$ cat src/rtl/txn_bridge_pkg.sv
package txn_bridge_pkg;

    localparam int HOST_AW = 8;
    localparam int DATA_W  = 32;
    localparam int ST_W    = 5;

    localparam logic [HOST_AW-1:0] OFS_LAUNCH = 8'h04;
    localparam logic [HOST_AW-1:0] OFS_CBASE  = 8'h08;
    localparam logic [HOST_AW-1:0] OFS_PBASE  = 8'h0C;
    localparam logic [HOST_AW-1:0] OFS_CHSEL  = 8'h10;
    localparam logic [HOST_AW-1:0] OFS_DIR    = 8'h14;
    localparam logic [HOST_AW-1:0] OFS_SIZE   = 8'h18;
    localparam logic [HOST_AW-1:0] OFS_TADDR  = 8'h1C;
    localparam logic [HOST_AW-1:0] OFS_WDATA  = 8'h20;
    localparam logic [HOST_AW-1:0] OFS_ICLR   = 8'h40;
    localparam logic [HOST_AW-1:0] OFS_IMASK  = 8'h44;
    localparam logic [HOST_AW-1:0] OFS_ISTAT  = 8'h48;
    localparam logic [HOST_AW-1:0] OFS_RLIM   = 8'h64;
    localparam logic [HOST_AW-1:0] OFS_OUTC   = 8'h80;
    localparam logic [HOST_AW-1:0] OFS_RDATA  = 8'h84;

    localparam int IRQ_LSB = 16;

    localparam logic [ST_W-1:0] OUT_SUB_ACK  = 5'b00001;
    localparam logic [ST_W-1:0] OUT_WORD_ACK = 5'b00010;
    localparam logic [ST_W-1:0] OUT_ERR      = 5'b00100;
    localparam logic [ST_W-1:0] OUT_RETRY    = 5'b01000;
    localparam logic [ST_W-1:0] OUT_TMO      = 5'b10000;

    typedef enum logic [1:0] {
        SZ_BYTE = 2'd0,
        SZ_HALF = 2'd1,
        SZ_RSVD = 2'd2,
        SZ_WORD = 2'd3
    } xfer_size_e;

    typedef enum logic [1:0] {
        RSP_ACK   = 2'd0,
        RSP_ERR   = 2'd1,
        RSP_RETRY = 2'd2,
        RSP_BAD   = 2'd3
    } rsp_code_e;

    typedef enum logic [1:0] {
        PH_IDLE,
        PH_REQ,
        PH_WAIT
    } phase_e;

    typedef struct packed {
        logic              write;
        xfer_size_e        size;
        logic [DATA_W-1:0] addr;
        logic [DATA_W-1:0] wdata;
    } xfer_cmd_t;

    function automatic logic [DATA_W-1:0] fit_read(input logic [DATA_W-1:0] d,
                                                   input xfer_size_e s);
        logic [DATA_W-1:0] r;
        case (s)
            SZ_BYTE: r = {{(DATA_W-8){1'b0}}, d[7:0]};
            SZ_HALF: r = {{(DATA_W-16){1'b0}}, d[15:0]};
            default: r = d;
        endcase
        return r;
    endfunction

    function automatic logic [ST_W-1:0] ack_outcome(input xfer_size_e s);
        return s[1] ? OUT_WORD_ACK : OUT_SUB_ACK;
    endfunction

endpackage

$ cat src/rtl/txn_bridge_wdog.sv
module txn_bridge_wdog #(
    parameter int LIMIT = 64,
    localparam int CW   = (LIMIT > 1) ? $clog2(LIMIT) : 1
) (
    input  logic clk,
    input  logic rst,
    input  logic restart,
    input  logic step,
    output logic expired
);
    logic [CW-1:0] cnt_q;

    always_ff @(posedge clk) begin
        if (rst || restart) begin
            cnt_q <= '0;
        end else if (step && !expired) begin
            cnt_q <= cnt_q + 1'b1;
        end
    end

    assign expired = (cnt_q == CW'(LIMIT - 1));

endmodule

$ cat src/rtl/txn_bridge_regs.sv
module txn_bridge_regs
    import txn_bridge_pkg::*;
#(
    parameter int                RL_W      = 8,
    parameter logic [DATA_W-1:0] CBASE_RST = 32'h8000_0000,
    parameter logic [DATA_W-1:0] PBASE_RST = 32'hA000_0000,
    parameter logic [RL_W-1:0]   RLIM_RST  = 8'h10
) (
    input  logic               clk,
    input  logic               rst,
    input  logic               host_wr_en,
    input  logic [HOST_AW-1:0] host_addr,
    input  logic [DATA_W-1:0]  host_wdata,
    output logic [DATA_W-1:0]  host_rdata,
    input  logic [ST_W-1:0]    outcome,
    input  logic [DATA_W-1:0]  rd_result,
    input  logic               done,
    output xfer_cmd_t          cmd,
    output logic [RL_W-1:0]    retry_limit,
    output logic [1:0]         irq_mask,
    output logic               launch_req,
    output logic               clear_req
);
    logic [DATA_W-1:0] cbase_q, pbase_q, taddr_q, wdata_q;
    logic              chsel_q, dir_q;
    logic [1:0]        size_q;

    always_ff @(posedge clk) begin
        if (rst) begin
            cbase_q     <= CBASE_RST;
            pbase_q     <= PBASE_RST;
            taddr_q     <= '0;
            wdata_q     <= '0;
            chsel_q     <= 1'b0;
            dir_q       <= 1'b0;
            size_q      <= 2'd0;
            retry_limit <= RLIM_RST;
            irq_mask    <= 2'd0;
        end else if (host_wr_en) begin
            case (host_addr)
                OFS_CBASE: cbase_q     <= host_wdata;
                OFS_PBASE: pbase_q     <= host_wdata;
                OFS_TADDR: taddr_q     <= host_wdata;
                OFS_WDATA: wdata_q     <= host_wdata;
                OFS_CHSEL: chsel_q     <= host_wdata[0];
                OFS_DIR:   dir_q       <= host_wdata[0];
                OFS_SIZE:  size_q      <= host_wdata[1:0];
                OFS_RLIM:  retry_limit <= host_wdata[RL_W-1:0];
                OFS_IMASK: irq_mask    <= host_wdata[IRQ_LSB+1:IRQ_LSB];
                default:   ;
            endcase
        end
    end

    assign launch_req = host_wr_en && (host_addr == OFS_LAUNCH) && host_wdata[0];
    assign clear_req  = host_wr_en && (host_addr == OFS_ICLR) && host_wdata[0];

    always_comb begin
        cmd.write = !dir_q;
        cmd.size  = xfer_size_e'(size_q);
        cmd.addr  = taddr_q;
        cmd.wdata = wdata_q;
    end

    always_comb begin
        host_rdata = '0;
        case (host_addr)
            OFS_CBASE: host_rdata = cbase_q;
            OFS_PBASE: host_rdata = pbase_q;
            OFS_TADDR: host_rdata = taddr_q;
            OFS_WDATA: host_rdata = wdata_q;
            OFS_CHSEL: host_rdata[0] = chsel_q;
            OFS_DIR:   host_rdata[0] = dir_q;
            OFS_SIZE:  host_rdata[1:0] = size_q;
            OFS_RLIM:  host_rdata[RL_W-1:0] = retry_limit;
            OFS_IMASK: host_rdata[IRQ_LSB+1:IRQ_LSB] = irq_mask;
            OFS_ISTAT: host_rdata[IRQ_LSB] = done;
            OFS_OUTC:  host_rdata[ST_W-1:0] = outcome;
            OFS_RDATA: host_rdata = rd_result;
            default:   host_rdata = '0;
        endcase
    end

endmodule

$ cat src/rtl/txn_bridge_engine.sv
module txn_bridge_engine
    import txn_bridge_pkg::*;
#(
    parameter int RL_W     = 8,
    parameter int WD_LIMIT = 64
) (
    input  logic              clk,
    input  logic              rst,
    input  logic              launch_req,
    input  logic              clear_req,
    input  xfer_cmd_t         cmd_in,
    input  logic [RL_W-1:0]   retry_limit,
    output logic              dn_req_valid,
    input  logic              dn_req_ready,
    output logic              dn_req_write,
    output logic [1:0]        dn_req_size,
    output logic [DATA_W-1:0] dn_req_addr,
    output logic [DATA_W-1:0] dn_req_wdata,
    input  logic              dn_rsp_valid,
    input  logic [1:0]        dn_rsp_code,
    input  logic [DATA_W-1:0] dn_rsp_rdata,
    output logic [ST_W-1:0]   outcome,
    output logic [DATA_W-1:0] rd_result,
    output logic              done,
    output logic              busy
);
    phase_e          phase_q;
    xfer_cmd_t       cmd_q;
    logic [RL_W-1:0] rtry_q;
    logic [RL_W:0]   rtry_next;
    logic            rsp_take, is_retry, wd_restart, wd_expired;
    rsp_code_e       code;

    assign code      = rsp_code_e'(dn_rsp_code);
    assign busy      = (phase_q != PH_IDLE);
    assign rsp_take  = (phase_q == PH_WAIT) && dn_rsp_valid;
    assign is_retry  = rsp_take && (code == RSP_RETRY);
    assign rtry_next = {1'b0, rtry_q} + 1'b1;
    assign wd_restart = !busy || (is_retry && (rtry_next < {1'b0, retry_limit}));

    txn_bridge_wdog #(.LIMIT(WD_LIMIT)) u_wdog (
        .clk     (clk),
        .rst     (rst),
        .restart (wd_restart),
        .step    (busy),
        .expired (wd_expired)
    );

    always_ff @(posedge clk) begin
        if (rst) begin
            phase_q   <= PH_IDLE;
            cmd_q     <= '0;
            rtry_q    <= '0;
            outcome   <= '0;
            rd_result <= '0;
            done      <= 1'b0;
        end else begin
            if (clear_req) done <= 1'b0;
            case (phase_q)
                PH_IDLE: begin
                    if (launch_req) begin
                        phase_q   <= PH_REQ;
                        cmd_q     <= cmd_in;
                        rtry_q    <= '0;
                        outcome   <= '0;
                        rd_result <= '0;
                        done      <= 1'b0;
                    end
                end
                default: begin
                    if (rsp_take) begin
                        case (code)
                            RSP_ACK: begin
                                outcome <= ack_outcome(cmd_q.size);
                                if (!cmd_q.write)
                                    rd_result <= fit_read(dn_rsp_rdata, cmd_q.size);
                                phase_q <= PH_IDLE;
                                done    <= 1'b1;
                            end
                            RSP_RETRY: begin
                                if (rtry_next >= {1'b0, retry_limit}) begin
                                    outcome <= OUT_RETRY | OUT_ERR;
                                    phase_q <= PH_IDLE;
                                    done    <= 1'b1;
                                end else begin
                                    rtry_q  <= rtry_next[RL_W-1:0];
                                    phase_q <= PH_REQ;
                                end
                            end
                            default: begin
                                outcome <= OUT_ERR;
                                phase_q <= PH_IDLE;
                                done    <= 1'b1;
                            end
                        endcase
                    end else if (wd_expired) begin
                        outcome <= OUT_TMO;
                        phase_q <= PH_IDLE;
                        done    <= 1'b1;
                    end else if (phase_q == PH_REQ && dn_req_ready) begin
                        phase_q <= PH_WAIT;
                    end
                end
            endcase
        end
    end

    assign dn_req_valid = (phase_q == PH_REQ);
    assign dn_req_write = cmd_q.write;
    assign dn_req_size  = cmd_q.size;
    assign dn_req_addr  = cmd_q.addr;
    assign dn_req_wdata = cmd_q.wdata;

    p_hold_valid_r2: assert property (@(posedge clk) disable iff (rst)
        (dn_req_valid && !dn_req_ready) |=> (dn_req_valid || done));

    p_hold_addr_r2: assert property (@(posedge clk) disable iff (rst)
        (dn_req_valid && !dn_req_ready) |=> $stable(dn_req_addr));

    p_end_has_outcome_r3: assert property (@(posedge clk) disable iff (rst)
        $rose(done) |-> (outcome != '0));

    p_timeout_alone_r7: assert property (@(posedge clk) disable iff (rst)
        outcome[4] |-> (outcome[3:0] == 4'd0));

    p_busy_launch_r8: assert property (@(posedge clk) disable iff (rst)
        (busy && launch_req && !dn_req_valid) |=> $stable(dn_req_size));

    p_idle_hold_r9: assert property (@(posedge clk) disable iff (rst)
        (!busy && !launch_req) |=> ($stable(outcome) && $stable(rd_result)));

    p_launch_clears_r9: assert property (@(posedge clk) disable iff (rst)
        (launch_req && !busy) |=> (outcome == '0 && !done && dn_req_valid));

endmodule

$ cat src/rtl/txn_bridge.sv
module txn_bridge
    import txn_bridge_pkg::*;
#(
    parameter int RL_W     = 8,
    parameter int WD_LIMIT = 64
) (
    input  logic               clk,
    input  logic               rst,
    input  logic               host_wr_en,
    input  logic [HOST_AW-1:0] host_addr,
    input  logic [DATA_W-1:0]  host_wdata,
    output logic [DATA_W-1:0]  host_rdata,
    output logic               irq,
    output logic               dn_req_valid,
    input  logic               dn_req_ready,
    output logic               dn_req_write,
    output logic [1:0]         dn_req_size,
    output logic [DATA_W-1:0]  dn_req_addr,
    output logic [DATA_W-1:0]  dn_req_wdata,
    input  logic               dn_rsp_valid,
    input  logic [1:0]         dn_rsp_code,
    input  logic [DATA_W-1:0]  dn_rsp_rdata
);
    xfer_cmd_t         cmd;
    logic [RL_W-1:0]   retry_limit;
    logic [1:0]        irq_mask;
    logic              launch_req, clear_req, done, busy;
    logic [ST_W-1:0]   outcome;
    logic [DATA_W-1:0] rd_result;

    txn_bridge_regs #(.RL_W(RL_W)) u_regs (
        .clk         (clk),
        .rst         (rst),
        .host_wr_en  (host_wr_en),
        .host_addr   (host_addr),
        .host_wdata  (host_wdata),
        .host_rdata  (host_rdata),
        .outcome     (outcome),
        .rd_result   (rd_result),
        .done        (done),
        .cmd         (cmd),
        .retry_limit (retry_limit),
        .irq_mask    (irq_mask),
        .launch_req  (launch_req),
        .clear_req   (clear_req)
    );

    txn_bridge_engine #(.RL_W(RL_W), .WD_LIMIT(WD_LIMIT)) u_engine (
        .clk          (clk),
        .rst          (rst),
        .launch_req   (launch_req),
        .clear_req    (clear_req),
        .cmd_in       (cmd),
        .retry_limit  (retry_limit),
        .dn_req_valid (dn_req_valid),
        .dn_req_ready (dn_req_ready),
        .dn_req_write (dn_req_write),
        .dn_req_size  (dn_req_size),
        .dn_req_addr  (dn_req_addr),
        .dn_req_wdata (dn_req_wdata),
        .dn_rsp_valid (dn_rsp_valid),
        .dn_rsp_code  (dn_rsp_code),
        .dn_rsp_rdata (dn_rsp_rdata),
        .outcome      (outcome),
        .rd_result    (rd_result),
        .done         (done),
        .busy         (busy)
    );

    assign irq = done && irq_mask[0];

    p_irq_follows_done_r10: assert property (@(posedge clk) disable iff (rst)
        irq |-> (done && !busy));

endmodule

$ cat config.mk
export PLATFORM = sky130hd
export DESIGN_NAME = txn_bridge
export DESIGN_NICKNAME = d
export VERILOG_FILES = /design/src/rtl/txn_bridge_pkg.sv /design/src/rtl/txn_bridge_wdog.sv /design/src/rtl/txn_bridge_regs.sv /design/src/rtl/txn_bridge_engine.sv /design/src/rtl/txn_bridge.sv
export SDC_FILE = /design/constraint.sdc
export NUM_CORES = 1
export LEC_CHECK = 0
export ABC_CLOCK_PERIOD_IN_PS = 2600
export BUFFER_PORTS_ARGS = -buffer_cell sky130_fd_sc_hd__buf_2
export CELL_PAD_IN_SITES_DETAIL_PLACEMENT = 0
export CELL_PAD_IN_SITES_GLOBAL_PLACEMENT = 2
export CORE_MARGIN = 2
export CORE_UTILIZATION = 29
export CTS_CLUSTER_DIAMETER = 40
export DETAILED_ROUTE_END_ITERATION = 8
export GPL_TIMING_DRIVEN = 1
export PLACE_DENSITY = 0.79
export REMOVE_ABC_BUFFERS = 1
export SYNTH_ARGS = -nofsm -noshare
export SYNTH_HDL_FRONTEND = slang
export SYNTH_SLANG_ARGS = --single-unit
$ cat constraint.sdc
create_clock -name clk -period 2.6 [get_ports clk]
set_input_delay 0.52 -clock clk [delete_from_list [all_inputs] [get_ports clk]]
set_output_delay 0.52 -clock clk [all_outputs]
set_load 0.01 [all_outputs]
==> out/results.txt, run 1 <==
Counting distinct cell types in the post-synthesis netlist gives 54. The floorplan row count is 71. The mapped netlist covers 10910 µm².

The tools report the number of detailed-routing iterations run before antenna repair as 6. In this run, synthesis inferred 0 flip-flops with an integrated enable. In this run, the number of DRC markers left after iteration 0 of detailed routing was 873. Dividing the detail-routed wire length by the instance count gives 19.15 µm. In this run the remaining antenna-violating nets after routing total 0. The cell type contributing the most total cell area after synthesis is dfxtp_1. The first global-routing pass estimated 62.97 mm of wire. A synthesized cell averages 7.890 µm². The number of clock buffers added by TritonCTS is 47. The overall power of the completed layout is 10800 µW.

Initial antenna violation count: 1. The maximum clock skew at final layout came out at 0.01050 ns. Counting flops and latches in the post-synthesis netlist gives 263. The library cell used as clock root buffer was clkbuf_16. The tools report the endpoint class of the critical path as a primary output. After clock tree synthesis, the clock-pin slew on the worst setup and hold paths is 0.05 ns.

The detailed-route via count came out at 10910. For the worst-skew pair, the clock arrives at the later sink with an insertion delay of 0.55 ns. The final layout contains 1715 nets. Dominant synthesized flop cell: dfxtp_1. TritonCTS built the clock tree.

The via count of the first global-routing pass was 10540; the worst-margin pin slew was 1.128 ns. Among all stages on the critical path, the largest delay is contributed by or4_4. The final layout contains routed wiring with a total length of 41.62 mm. The cell count after synthesis came out at 1383. The fraction of post-synthesis cell area in the top cell type by area was 48.25%; the power density normalized to cell area was 707.9 nW/µm². Port buffering added 179 buffers. 180 I/O pins were placed.

For the count of synthesis-stage warnings from yosys, the log shows 0. The worst path arrival time came out at 2.17 ns. Worst setup path category: in -> out. The routability congestion estimate was 0.8408; the area inside the core boundary was 37400 µm². Setup repair after global routing could not meet its margin everywhere. The largest single stage delay on the critical path is 0.55 ns. The final reports fail on setup timing.

The run gives 48.25% as the share of the yosys chip area belonging to registers. The run gives 0 as the final number of hold-violating endpoints. The worst setup path is launched from a primary input.

The layout cell share with drive strength beyond 1 was 26.73%; the layout overhead on the synthesized area was 39.78%. The vertical die dimension came out at 198.0 µm. The width of the die is 198.0 µm, and the number of standard cells in the final layout excluding fillers is 2173. The number of setup violations in the final report is 29, and the maximum vdd ir drop is 0.4293 mV. In this run the tightest slew margin relative to its limit is 24.65%.

Along the worst path, the maximum fanout reaches 11. The run gives 0 as the max-slew violation total from the final report. The async set-reset flop share out of synthesis works out to 0%. Of the available clock period, the critical path in the final layout requires 103.4%. Number of maximum-capacitance violations: 0.

Yosys attributes the largest share of cell area to dfxtp_1 (48%), nand2_1 (16%), a21oi_1 (11%), a22oi_1 (2.8%), a222oi_1 (2.7%). The die covers 39190 µm². For the cell count after placement, the log shows 2075.

The tools report the setup slack after layout as -0.08764 ns. The logs give 29.18% for the initial standard-cell utilization of the core and 21.05% for the total routing usage reported by global routing. The tightest min-delay check is of the in -> reg type. In the routed layout, each cell is associated on average with a via count of 5.020. The run finished, with violations left. The worst path in the final design needs a cycle of 2.688 ns, including I/O delays and setup.

Walking the worst path, the cells encountered are buf_8 > or4_4 > nor4_4 > buf_12 > a222oi_1 > o211ai_1 > buf_2. Once detailed placement completed, the half-perimeter wirelength came to 26.91 mm. The run gives 2.08 ns as the required time reported for the critical path endpoint. nand2_1 is the most common cell in the netlist.

For the final hold slack, the log shows 0.2254 ns. The timing-limited maximum frequency was 0.3721 GHz; the maximum buffer depth of the clock tree was 3. Sorting the synthesized cells by how often they occur yields nand2_1 (464), dfxtp_1 (263), a21oi_1 (235), clkbuf_1 (77), nand3_1 (55). The run gives 0 as the overflow left after global routing.

The tree built by TritonCTS fans out to 263 sinks. For this design the static power due to leakage is 0.005871 µW. In the routed design, unresolved DRC markers number 0.

The logs give 90 for the maximum number of pins on one net before global-route repair and 2 for the H-tree level count.
==> timing repair <==
action / CTS / global route
setup buffers: 6 / 5
endpoints found under the setup margin: 51 / 53
hold buffers: 0 / 0
pin swaps: 4 / 13
endpoints found under the hold margin: 0 / 0
cloned: 2 / 1
resized for setup: 22 / 44
==> per-stage QoR <==
stage	setup WS [ns]	cell area (µm²)	util [%]	TNS, ns
2_1_floorplan	-1.463	10410	-	-137.31
3_3_place_gp	-0.2013	13140	35.12	-4.990
3_5_place_dp	-0.1729	13140	35.12	-4.808
4_1_cts	-0.08002	15040	40.21	-1.282
5_1_grt	-0.1362	15250	40.77	-2.854
6_report	-0.08764	15250	40.78	-1.152
==> sequential cells by signal, summed over array words and instances, names as in the netlist, 5 cells and up <==
signal and flops:
u_regs.retry_limit 8, u_engine.rd_result 32, u_engine.dn_req_wdata 32, u_regs.taddr_q 32
u_engine.dn_req_addr 32, u_engine.u_wdog.cnt_q 6, u_regs.pbase_q 32, u_engine.outcome 5
u_engine.rtry_q 8, u_regs.cbase_q 32, u_regs.wdata_q 32
==> layout by cell type, fill, tap and decap left out, types with 4 or more instances in the layout <==
master	netlist	final
nor2_1	28	25
inv_1	10	10
nand3_2	0	5
clkbuf_16	0	48
buf_6	6	14
nor4_1	12	10
o21ai_0	7	4
clkbuf_8	0	6
o211ai_1	7	7
dfxtp_2	0	5
clkinvlp_4	0	9
nand4_1	4	4
nand2b_1	12	11
clkinv_2	0	7
xor2_1	7	6
dfxtp_1	263	258
buf_2	18	168
nor3_1	8	6
ha_1	10	9
or2_2	3	4
a222oi_1	29	29
nand3b_1	4	4
bufinv_16	0	9
a21oi_1	235	234
nand2_2	0	8
a22oi_2	0	5
nand2_1	464	456
mux2i_1	15	15
a22oi_1	41	36
xnor2_1	4	4
nand3_1	55	50
buf_4	7	87
buf_12	0	27
==> area by class of cell <==
class | instances | area [µm²]
diodes | 1 | 2.502
clock buffers | 55 | 1256
clock inverters | 29 | 407.9
fillers | 3849 | 22150
inverters | 10 | 37.54
multi-input cells | 1002 | 5324
flip-flops and latches | 263 | 5271
well taps | 511 | 639.4
repair buffers | 302 | 2313
==> critical path, delay by kind of cell <==
family | cells | cell delay, ns
simple gates | 2 | 0.83
buf+inv | 3 | 0.52
compound gates | 2 | 0.30
==> layer usage <==
layer	share of wire (%)	track usage (%)	up-vias
li1	-	-	5266
met1	45	27.63	5235
met2	48	35.47	346
met3	6.1	4.105	62
met4	1.8	5.180	0
met5	0	0	-
==> path summary, 6_finish.rpt <==
kind / startpoint / endpoint / slack [ns] / cells after the start
worst max-delay path: host_addr[2] / host_rdata[1] / -0.09 / 7
worst min register to register: u_engine.dn_req_wdata[28] / u_engine.dn_req_wdata[28] / 0.44 / 2
worst max register to register: u_engine.rtry_q[0] / u_engine.u_wdog.cnt_q[3] / 0.08 / 12
worst min-delay path: dn_rsp_rdata[26] / u_engine.rd_result[26] / 0.23 / 3
==> report_power, final <==
| part | switching, µW | internal [µW] | total [µW] | leakage, µW |
|---|---|---|---|---|
| combinational | 178 | 102 | 280 | 0.00296 |
| sequential | 2.04 | 4040 | 4040 | 0.00212 |
| clock | 2140 | 4340 | 6480 | 0.000792 |
| total | 2320 | 8480 | 10800 | 0.00587 |
==> cells by family after synthesis <==
kind of cell	Yosys count	synth area share, %
AOI/OAI and AO/OA	341	18.74
xor gates and xnor gates	11	0.8829
adders and majority gates	10	1.147
buffers and inverters	118	4.919
DFF	263	48.25
muxes	15	1.376
and+or+nand+nor	625	24.69
Note: power is estimated with default switching activity, not from simulation.
==> run 2: changes to the inputs <==
PLACE_DENSITY = 0.78   (was 0.79)
==> out/results.txt, run 2 (same netlist as run 1, synthesis figures left out) <==
Entering global routing, the biggest net connects 98 pins. The final reports fail on setup timing. After legalization and detailed placement, the total HPWL measured 26.59 mm. Across the run, the number of max-cap violations was 0. The first routing iteration left 730 violations.

TritonCTS built the clock tree. The run gives 0.8210 as the routability congestion estimate. For the number of detailed-routing iterations run before antenna repair, the log shows 8. Clock tree synthesis selected as its root buffer the cell clkbuf_16. The total inserted antenna cells was 0. The via count of the first global-routing pass was 10500; the final net count was 1706.

For the total clock buffers created by CTS, the log shows 47. The layout cell share with drive strength beyond 1 works out to 26.34%. The slowest stage of the critical path is the or4_4 cell.

The detail-routed via count per cell was 4.984; the area inside the core boundary was 37400 µm². The leakage dissipation came out at 0.005873 µW. The die covers 39190 µm². The detail route stage leaves a number of antenna-violating nets equal to 0. The fraction of power spent switching nets was 21.85%; the final critical-path share of the clock period was 104.5%. The total routing usage reported by global routing is 20.56%, and the part of the power in combinational logic is 2.5%.

Setup repair after global routing could not meet its margin everywhere. 180 I/O pins were placed. Registers are responsible for 36.2% of the overall power. Counting both buffers and inverters, the worst setup path holds a total of 4. For this design the total switching power over the nets is 2437 µW. The maximum vdd ir drop was 0.4373 mV; the initial standard-cell utilization of the core was 29.18%. Wires add up to 40.75 mm. The first global-routing pass estimated 61.58 mm of wire.

The run finished, with violations left. The startpoint identified for the worst hold timing path is dn_rsp_rdata[28]. For the initial antenna violation count, the log shows 2. Worst hold-check path type: in -> reg. The number of I/O port buffers is 179. The endpoint class of the critical path is a primary output. The tools report the required time reported for the critical path endpoint as 2.08 ns. STA classifies the critical path startpoint as a primary input.

The start point of the critical path is host_addr[2]. For the worst setup path, the data arrival time is 2.20 ns. The average wire length per cell after detail routing is 18.81 µm. The critical path is of the in -> out type. For this run, the slowest stage of the critical path takes 0.54 ns.

The part of the total power dissipated in the clock network came out at 61.3%. The H-tree level count was 2; the internal power consumption was 8717 µW. The logs give 263 for the clock sink count and 32 for the number of setup violations in the final report. The headroom to the max-slew limit is 23.81%.

In the layout the commonest cells are nand2_1 (457), dfxtp_1 (260), a21oi_1 (234). The maximum buffer depth of the clock tree is 3, and the post-route minimum period is 2.718 ns. Along the worst path, the maximum fanout reaches 4. The count of cells in the finished layout, fillers not included, comes to 2166.

The routed layout has 10800 vias. The most frequent cell on the critical path was buf_6. Counting the fill cells in the layout gives 3798. The max-slew violation total from the final report is 0. At the pin with the least slew margin, the transition time is 1.140 ns.

The run gives 0 as the final number of hold-violating endpoints. Leaving out fill and tap cells, the most frequent cell in the layout is nand2_1. The worst register-to-register path begins at u_engine.rtry_q[0]. Clock skew on the completed layout was measured at 0.01785 ns. For the overflow left after global routing, the log shows 0. The critical path goes through buf_8 > or4_4 > nor4_4 > buf_6 > buf_6 > a222oi_1 > o211ai_1 > buf_2.

The kind of cell with the highest combined delay along the critical path is simple AND/OR/NAND/NOR gates. The die is 198.0 µm tall. For the floorplan row count, the log shows 71. Including well taps, the total number of placed cells is 2064.

For the final routed database, the setup TNS stands at -1.654 ns. Relative to the synthesized area, the layout overhead comes to 40.09%. The insertion delay to the later sink of the worst-skew pair was 0.58 ns; the power density normalized to cell area was 729.7 nW/µm². The worst slack at placement is -0.1553 ns, and the hold-fix buffer count after cts is 0. For the final hold slack, the log shows 0.1976 ns.

After clock tree synthesis, the clock-pin slew on the worst setup and hold paths is 0.05 ns. Timing would allow up to 0.3679 GHz. In the routed design, unresolved DRC markers number 0. Measured on the finished design, the core utilization comes to 40.87%. The die is 198.0 µm wide. The run gives -0.1183 ns as the setup slack after layout.
-- run 2: final cells by class --
cell class                      count  area, µm²  share of cell area [%]
Tap cell                          511      639.4                   4.183
Sequential cell                   263       5269                   34.47
Timing Repair Buffer              293       2230                   14.59
Inverter                           10      37.54                  0.2456
Clock inverter                     31      499.2                   3.266
Multi-Input combinational cell   1002       5351                   35.01
Clock buffer                       56       1260                   8.243
-- run 2: path summary, 6_finish.rpt --
kind	to	slack [ns]	cells past startpoint
setup reg to reg	u_engine.u_wdog.cnt_q[3]	0.13	12
hold reg to reg	u_engine.dn_req_wdata[12]	0.44	2
hold / removal	u_engine.rd_result[28]	0.20	3
setup / recovery	host_rdata[1]	-0.12	8
-- run 2: worst reg2reg max path, delay by kind of cell, from the launching register on --
kind            cells  cell delay (ns)
compound gates      3             0.63
simple gates        4             0.47
xor+xnor            1             0.15
buf+inv             2             0.27
flops               1             0.35
fa+ha+maj           2             0.45
-- run 2: metal layers --
layer	GRT usage, %	part of all wire, %
met5	0	0.061
met4	6.656	2.2
met3	3.611	5.8
met2	33.44	46
met1	27.60	46
-- run 2: per-stage QoR --
stage               instance area, µm²  power, µW
floorplan                        10410       4155
global placement                 13070       4385
detailed placement               13070       4385
CTS                              14980      11270
global route                     15290      11470
finish                           15290      11150
-- run 2: power by group through the flow --
stage	Combinational (µW)	Sequential, µW	Clock [µW]
2_1_floorplan	31.8	4120	0
6_report	280	4040	6830
4_1_cts	269	4040	6960
3_3_place_gp	262	4120	0
3_5_place_dp	261	4120	0
5_1_grt	300	4040	7130
-- run 2: timing repair --
| action | in CTS | in global routing |
|---|---|---|
| cloned | 2 | 3 |
| buffers inserted | 4 | 7 |
| pin swaps | 10 | 23 |
| setup endpoints to repair | 49 | 53 |
| endpoints found under the hold margin | 0 | 0 |
| gates resized for setup | 20 | 47 |
